### config.mk
export PLATFORM = sky130hd
export DESIGN_NAME = dslot_alloc
export DESIGN_NICKNAME = d
export VERILOG_FILES = /design/src/rtl/dslot_pkg.sv /design/src/rtl/dslot_grant.sv /design/src/rtl/dslot_hold.sv /design/src/rtl/dslot_alloc.sv
export SDC_FILE = /design/constraint.sdc
export NUM_CORES = 1
export LEC_CHECK = 0
export CAP_MARGIN = 20
export CORE_UTILIZATION = 38
export DETAILED_ROUTE_END_ITERATION = 7
export HOLD_SLACK_MARGIN = 0.15
export PLACE_DENSITY = 0.85
export SYNTH_ARGS = -nofsm -noshare
export SYNTH_HDL_FRONTEND = slang
export SYNTH_SLANG_ARGS = --single-unit
### constraint.sdc
create_clock -name clk -period 4.16 [get_ports clk]
set_clock_uncertainty 0.05 [all_clocks]
set_input_delay 0.832 -clock clk [delete_from_list [all_inputs] [get_ports clk]]
set_output_delay 0.832 -clock clk [all_outputs]
set_load 0.05 [all_outputs]
### src/rtl/dslot_pkg.sv
package dslot_pkg;
  localparam int UOP_W = 3;
  typedef logic [UOP_W-1:0] uop_cnt_t;

  function automatic logic narrow_ok(uop_cnt_t cnt, logic mc);
    return (cnt == UOP_W'(1)) && !mc;
  endfunction
endpackage

### src/rtl/dslot_grant.sv
module dslot_grant
  import dslot_pkg::*;
#(
  parameter int NSLOT = 3
) (
  input  logic                   clk,
  input  logic                   rst_n,
  input  logic [NSLOT-1:0]       lane_vld,
  input  logic [NSLOT*UOP_W-1:0] lane_uops,
  input  logic [NSLOT-1:0]       lane_mc,
  input  logic                   hold,
  output logic [NSLOT-1:0]       grant
);
  genvar k;
  generate
    for (k = 0; k < NSLOT; k++) begin : g_lane
      if (k == 0) begin : g_wide
        assign grant[0] = lane_vld[0] & ~hold;
      end else begin : g_narrow
        assign grant[k] = grant[k-1] & ~lane_mc[k-1] & lane_vld[k]
                        & narrow_ok(lane_uops[k*UOP_W +: UOP_W], lane_mc[k]);


        prefix_chk: assert property (@(posedge clk) disable iff (!rst_n)
          grant[k] |-> grant[0])
          else $error("narrow slot granted without slot 0");


        narrow_only_chk: assert property (@(posedge clk) disable iff (!rst_n)
          grant[k] |-> (lane_uops[k*UOP_W +: UOP_W] == UOP_W'(1)) && !lane_mc[k])
          else $error("wide entry placed in narrow slot");
      end
    end
  endgenerate
endmodule

### src/rtl/dslot_hold.sv
module dslot_hold #(
  parameter int CYCW = 6
) (
  input  logic            clk,
  input  logic            rst_n,
  input  logic            start,
  input  logic [CYCW-1:0] len,
  output logic            busy
);
  logic [CYCW-1:0] left_q;

  assign busy = (left_q != '0);

  always_ff @(posedge clk) begin
    if (!rst_n)
      left_q <= '0;
    else if (busy)
      left_q <= left_q - CYCW'(1);
    else if (start && len > CYCW'(1))
      left_q <= len - CYCW'(1);
  end


  hold_start_chk: assert property (@(posedge clk) disable iff (!rst_n)
    (start && len > CYCW'(1)) |=> busy)
    else $error("long microcode did not start a hold");


  no_restart_chk: assert property (@(posedge clk) disable iff (!rst_n)
    busy |-> !start)
    else $error("slot 0 granted while held");
endmodule

### src/rtl/dslot_alloc.sv
module dslot_alloc
  import dslot_pkg::*;
#(
  parameter int NSLOT = 3,
  parameter int CYCW  = 6,
  parameter int SEQW  = 4
) (
  input  logic                   clk,
  input  logic                   rst_n,
  input  logic [NSLOT-1:0]       in_valid,
  input  logic [NSLOT*UOP_W-1:0] in_uops,
  input  logic [NSLOT-1:0]       in_ucode,
  input  logic [NSLOT*CYCW-1:0]  in_ucyc,
  output logic [NSLOT-1:0]       in_ready,
  output logic [NSLOT-1:0]       slot_vld,
  output logic [NSLOT*SEQW-1:0]  slot_seq,
  output logic                   ucode_busy
);
  localparam int CNTW = $clog2(NSLOT + 1);

  logic [NSLOT-1:0] grant;
  logic [CNTW-1:0]  taken;
  logic [SEQW-1:0]  seq_q;

  dslot_grant #(.NSLOT(NSLOT)) u_grant (
    .clk      (clk),
    .rst_n    (rst_n),
    .lane_vld (in_valid),
    .lane_uops(in_uops),
    .lane_mc  (in_ucode),
    .hold     (ucode_busy),
    .grant    (grant)
  );

  dslot_hold #(.CYCW(CYCW)) u_hold (
    .clk  (clk),
    .rst_n(rst_n),
    .start(grant[0] & in_ucode[0]),
    .len  (in_ucyc[CYCW-1:0]),
    .busy (ucode_busy)
  );

  always_comb begin
    taken = '0;
    for (int i = 0; i < NSLOT; i++) taken = taken + CNTW'(grant[i]);
  end

  always_ff @(posedge clk) begin
    if (!rst_n) seq_q <= '0;
    else        seq_q <= seq_q + SEQW'(taken);
  end

  assign in_ready = grant;
  assign slot_vld = grant;

  genvar k;
  generate
    for (k = 0; k < NSLOT; k++) begin : g_tag
      assign slot_seq[k*SEQW +: SEQW] = seq_q + SEQW'(k);


      ready_valid_chk: assert property (@(posedge clk) disable iff (!rst_n)
        in_ready[k] |-> in_valid[k])
        else $error("accept on an empty lane");
    end
  endgenerate


  busy_quiet_chk: assert property (@(posedge clk) disable iff (!rst_n)
    ucode_busy |-> (slot_vld == '0))
    else $error("grant during microcode hold");


  mc_closes_chk: assert property (@(posedge clk) disable iff (!rst_n)
    (slot_vld[0] && in_ucode[0]) |-> (slot_vld[NSLOT-1:1] == '0))
    else $error("narrow slot filled beside microcode");


  seq_step_chk: assert property (@(posedge clk) disable iff (!rst_n)
    rst_n && $past(rst_n) |-> slot_seq[SEQW-1:0] == $past(seq_q + SEQW'(taken)))
    else $error("sequence tag did not advance by accepted count");
endmodule

# --- After elaboration in Yosys (flattened, before gate mapping) ---
# Index checks and enable logic that the tools add are counted.
word_totals:
  reg_bits: 10
  latchBits: 0
  ram_bits: 0
  rom_bits: 0
  output_inout_bits: 19
  elab_cells: 32
  memories: 0
op_classes:
  addsub: 7
  multipliers: 0
  n_div: 0
  order_cmp: 1
  eq_ne: 2
  shift: 0
  mux: 2
  bitwise: 11
  n_reduce_logical: 7
op_table:
  columns: ["operator", "n"]
  rows:
  - ["$mux 6", 2]
  - ["$sub 6x1->6 const B", 2]
  - ["$and 1x1->1", 8]
  - ["$eq 3x1->1 const B", 2]
  - ["$gt 6x1->1 const B", 1]
  - ["$reduce_bool 6->1", 1]
  - ["$add 4x1->4 const B", 1]
  - ["$add 4x2->4", 1]
  - ["$add 4x2->4 const B", 1]
  - ["$logic_and 1x1->1", 3]
  - ["$not 1->1", 3]
  - ["$add 1x1->2", 1]
  - ["$add 2x1->2", 1]
  - ["$logic_not 1->1", 2]
  - ["$reduce_bool 2->1", 1]

# --- Depth between registers and ports, before layout ---
depth:
  ltp_word: 11
  depth_mapped: 13
  depth_no_buf: 13

# --- By module ---
# A second synthesis with hierarchy kept.
hier_totals:
  cells_unflattened: 89
  area_unflattened_um2: 813.3
by_module_without_submodules:
  columns: ["module", "n_inst", "cells_each", "area_each_um2", "seq_area_each_um2"]
  rows:
  - ["dslot_hold", 1, 51, 449.2, 120.1]
  - ["dslot_alloc", 1, 32, 306.5, 80.1]
  - ["dslot_grant", 1, 6, 57.6, 0.0]

# --- Worst setup path before layout ---
# Ideal clock, no wire load.
synth_timing:
  kind: "input-to-output"
  start: "input port in_uops[4]"
  end: "output port slot_vld[2]"
  t_arrival_ps: 2873
  slack_ps: 405
  stages: 5
  n_path_buf: 1
  cell_sequence: "nor4b_1 nand3b_1 nor2_1 and3_1 buf_4"
synth_via:
  elab_chain_len: 6
synth_lines:
  columns: ["element", "line_no", "rtl"]
  rows:
  - ["start, declared", "dslot_alloc.sv:11", "input logic [NSLOT*UOP_W-1:0] in_uops,"]
  - ["$eq 3x1->1", "dslot_pkg.sv:6", "return (cnt == UOP_W'(1)) && !mc;"]
  - ["$logic_and 1x1->1", "dslot_pkg.sv:6", null]
  - ["$and 1x1->1", "dslot_grant.sv:21", "& narrow_ok(lane_uops[k*UOP_W +: UOP_W], lane_mc[k]);"]
  - ["named net in_ready[1]", "dslot_alloc.sv:14", "output logic [NSLOT-1:0] in_ready,"]
  - ["$and 1x1->1 (2 in a row)", "dslot_grant.sv:20", "assign grant[k] = grant[k-1] & ~lane_mc[k-1] & lane_vld[k]"]
  - ["$and 1x1->1", "dslot_grant.sv:21", null]
  - ["end, declared", "dslot_alloc.sv:15", "output logic [NSLOT-1:0] slot_vld,"]
# The timed path passes the listed nets, and every way through them passes these cells.

# --- Final worst setup path ---
layout_timing:
  start: "input port in_uops[4]"
  end: "output port in_ready[1]"
layout_via:
  elab_chain_len: 3
layout_lines:
  columns: ["element", "line_no"]
  rows:
  - ["$eq 3x1->1", "dslot_pkg.sv:6"]
  - ["$logic_and 1x1->1", "dslot_pkg.sv:6"]
  - ["$and 1x1->1", "dslot_grant.sv:21"]
  - ["end, declared", "dslot_alloc.sv:14"]
# No other way between the ends.

==> flow_summary.toml <==
[timing]
tightest_slew_ns = 0.508
max_freq_mhz = 281
maxSlewViolCount = 0
fin_crit_ns = 3.56
slew_headroom_pct = 66.0
fin_setup_tns_ns = 0
finalSetupViolations = 0
rsz0062_at_grt = "no"
hold_violations = 0
layout_setup_ws_ns = 0.596
fin_crit_sh_pct = 85.7

[setup_path]
path_cells = "clkdlybuf4s50_1 > nor4b_1 > nand3b_1 > nor2_1 > clkdlybuf4s50_1"
path_class = "primary input to output port"
critical_path_buf_inv_count = 2
critPathSlowestCell = "clkdlybuf4s50_1"
crit_top_cell = "clkdlybuf4s50_1"
cp_max_fo = 4
endpoint_kind = "output port"
crit_family = "buffers and inverters"
crit_required_ns = 3.28
cpPeakStageDelay_ns = 0.84
critical_path_arrival_ns = 2.68
critPathLaunchType = "primary input"

[power_and_ir_drop]
p_leak_nw = 0.528
vdd_drop_max_mv = 0.264
powerDensity_mw_per_mm2 = 516

[yosys]
synth.largest_area_cell = "dfxtp_1"
postSynthCellCount = 92
synthFlopType = "dfxtp_1"
netlist_area_um2 = 797
yosysTopAreaCellShare_pct = 25.1
seq_area_frac_synth_pct = 25.1
ys_ff_latch = 10
syn_area_per_cell_um2 = 8.66
yosysWarnings = 0
synthArstFlopShare_pct = 0
netlist_top_cells_area = "dfxtp_1 (25%), ha_1 (14%), xor2_1 (7.7%)"
synth.distinct_cells = 32
synth_fp_nets = 137
synth_edf_count = 0

[clock_tree]
path_clk_slew_ns = 0.07
clk-insertion-delay-late_ns = 0.26
cts_sinks = 10
post_cts_buffers = 0
ctsRootBufferMaster = "clkbuf_4"
h-tree-depth = 1
clock_path_buffers = 2
postCtsResizedCells = 0
holdBufCountCts = 0
cts_buffers = 3
cts_tree = "built"

[drt]
route.detailed.drc = 0
wirelength_mm = 1.77
drt_iter0_markers = 15
dr_total_vias = 761
firstDrtPassIters = 4
ant_nets = 0
wl_per_cell_um = 11.3
vias_per_cell = 4.85

[placement]
pre_cts_slack_ns = 0.569
port_buffers = 38
dp_hpwl_mm = 1.53
gp_congestion = 0.702
place_area_mm2 = 0.00118
placed_cells = 153

[cells_and_area]
antenna_cells = 0
fillCellCount = 170
fin_area_mm2 = 0.00121
drive_above_1_share_pct = 10.0
fin_cells = 157
syn2layout_area_growth_pct = 52.1
num-nets-final = 176

[global_routing]
grt_usage_pct = 17.4
overflow = 0
antenna_found_initial = 0
grt_max_degree = 10
grt_pass1_vias = 681
grt_pass1_wl_mm = 2.75

[floorplanning]
dieArea_mm2 = 0.00228
die_w_um = 47.8
start_util_pct = 40.6
die_h_um = 47.8
rows = 16
coreArea_mm2 = 0.00196
io_pins = 54

[outcome]
status = "complete, no violations"

[flow_run]
maxCapViolCount = 0

[min_path]
min_path_type = "register to register"
[routing by layer]
layer  vias to the layer above  GRT usage (%)  share of wire, %
met5                         -              0                 0
met4                         0           6.67               1.0
met3                         2           1.13               4.2
met2                        26           32.2                53
met1                       342           20.8                42
li1                        391              -                 -
[state kept, by name (all words and copies together), names as in the netlist]
register       cells
u_hold.left_q      6
seq_q              4
[layout by cell type, fill, tap and decap left out, drive strengths merged, types with 2 or more instances in the layout]
| master | n |
|---|---|
| clkdlybuf4s50 | 36 |
| nor2 | 11 |
| dfxtp | 10 |
| inv | 10 |
| ha | 9 |
| xor2 | 7 |
| xnor2 | 5 |
| a211oi | 4 |
| and2 | 4 |
| clkbuf | 4 |
| nand2 | 3 |
| nor3 | 3 |
| nand3 | 2 |
| nor4b | 2 |
| and3 | 2 |
| or4 | 2 |
| buf | 2 |
| nor3b | 2 |
| o211ai | 2 |
[kinds of logic after synthesis]
logic type      count (synthesis)  share of synthesized area [%]
simple gates                   35                           25.0
buf+inv                        14                           8.79
xor+xnor                       12                           13.2
fa+ha+maj                      10                           16.6
flops                          10                           25.1
compound gates                 11                           11.3
[worst reg2reg max path: stages, from the launching register on]
cell,delay [ns]
dfxtp_1,0.39
inv_1,0.09
ha_1,0.21
nor3b_2,0.17
nand3_1,0.11
inv_1,0.07
and2_1,0.14
ha_1,0.16
or2_2,0.32
ha_1,0.28
a21oi_1,0.13
nor2b_1,0.07
xnor2_1,0.15
nor2_1,0.06
[Yosys cell counts (2+ instances only)]
master and count:
a211oi_1 4, and2_1 3, and3_1 2, buf_4 4, dfxtp_1 10, ha_1 9, inv_1 9, nand2_1 3
nand3_1 2, nor2_1 10, nor3_1 3, nor4b_1 2, or4_1 2, xnor2_1 5, xor2_1 7
[final cells by class]
cell class	instances	area [µm²]	share of cell area, %
clock buffers	4	36.3	2.99
repair buffers	38	375	31.0
inverters	10	40.0	3.30
multi-input cells	68	527	43.4
well taps	27	33.8	2.79
flip-flops and latches	10	200	16.5
[path summary, 6_finish.rpt]
check	start	end	slack, ns	cells past startpoint
worst min-delay path	u_hold.left_q[1]$_SDFFE_PN0P_	u_hold.left_q[1]$_SDFFE_PN0P_	0.50	2
worst min register to register	u_hold.left_q[1]$_SDFFE_PN0P_	u_hold.left_q[1]$_SDFFE_PN0P_	0.50	2
worst max register to register	u_hold.left_q[0]$_SDFFE_PN0P_	seq_q[3]$_SDFF_PN0_	1.65	13
worst max-delay path	in_uops[4]	in_ready[1]	0.60	5
[metrics by stage]
step	utilization, %	hold WS [ns]	total power, W
6_report	61.8	0.496	0.000626
3_5_place_dp	59.9	0.485	0.000540
5_1_grt	61.8	0.552	0.000670
2_1_floorplan	-	0.446	0.000436
4_1_cts	61.8	0.499	0.000629
3_3_place_gp	59.9	0.457	0.000526
[power breakdown]
group	leakage (nW)	internal, W	switching (W)
logic	0.425	0.000157	0.000227
registers	0.0822	0.000124	0.0000314
clock network	0.0210	0.0000531	0.0000327
total	0.528	0.000334	0.000291
(Power assumes the default switching activity.)
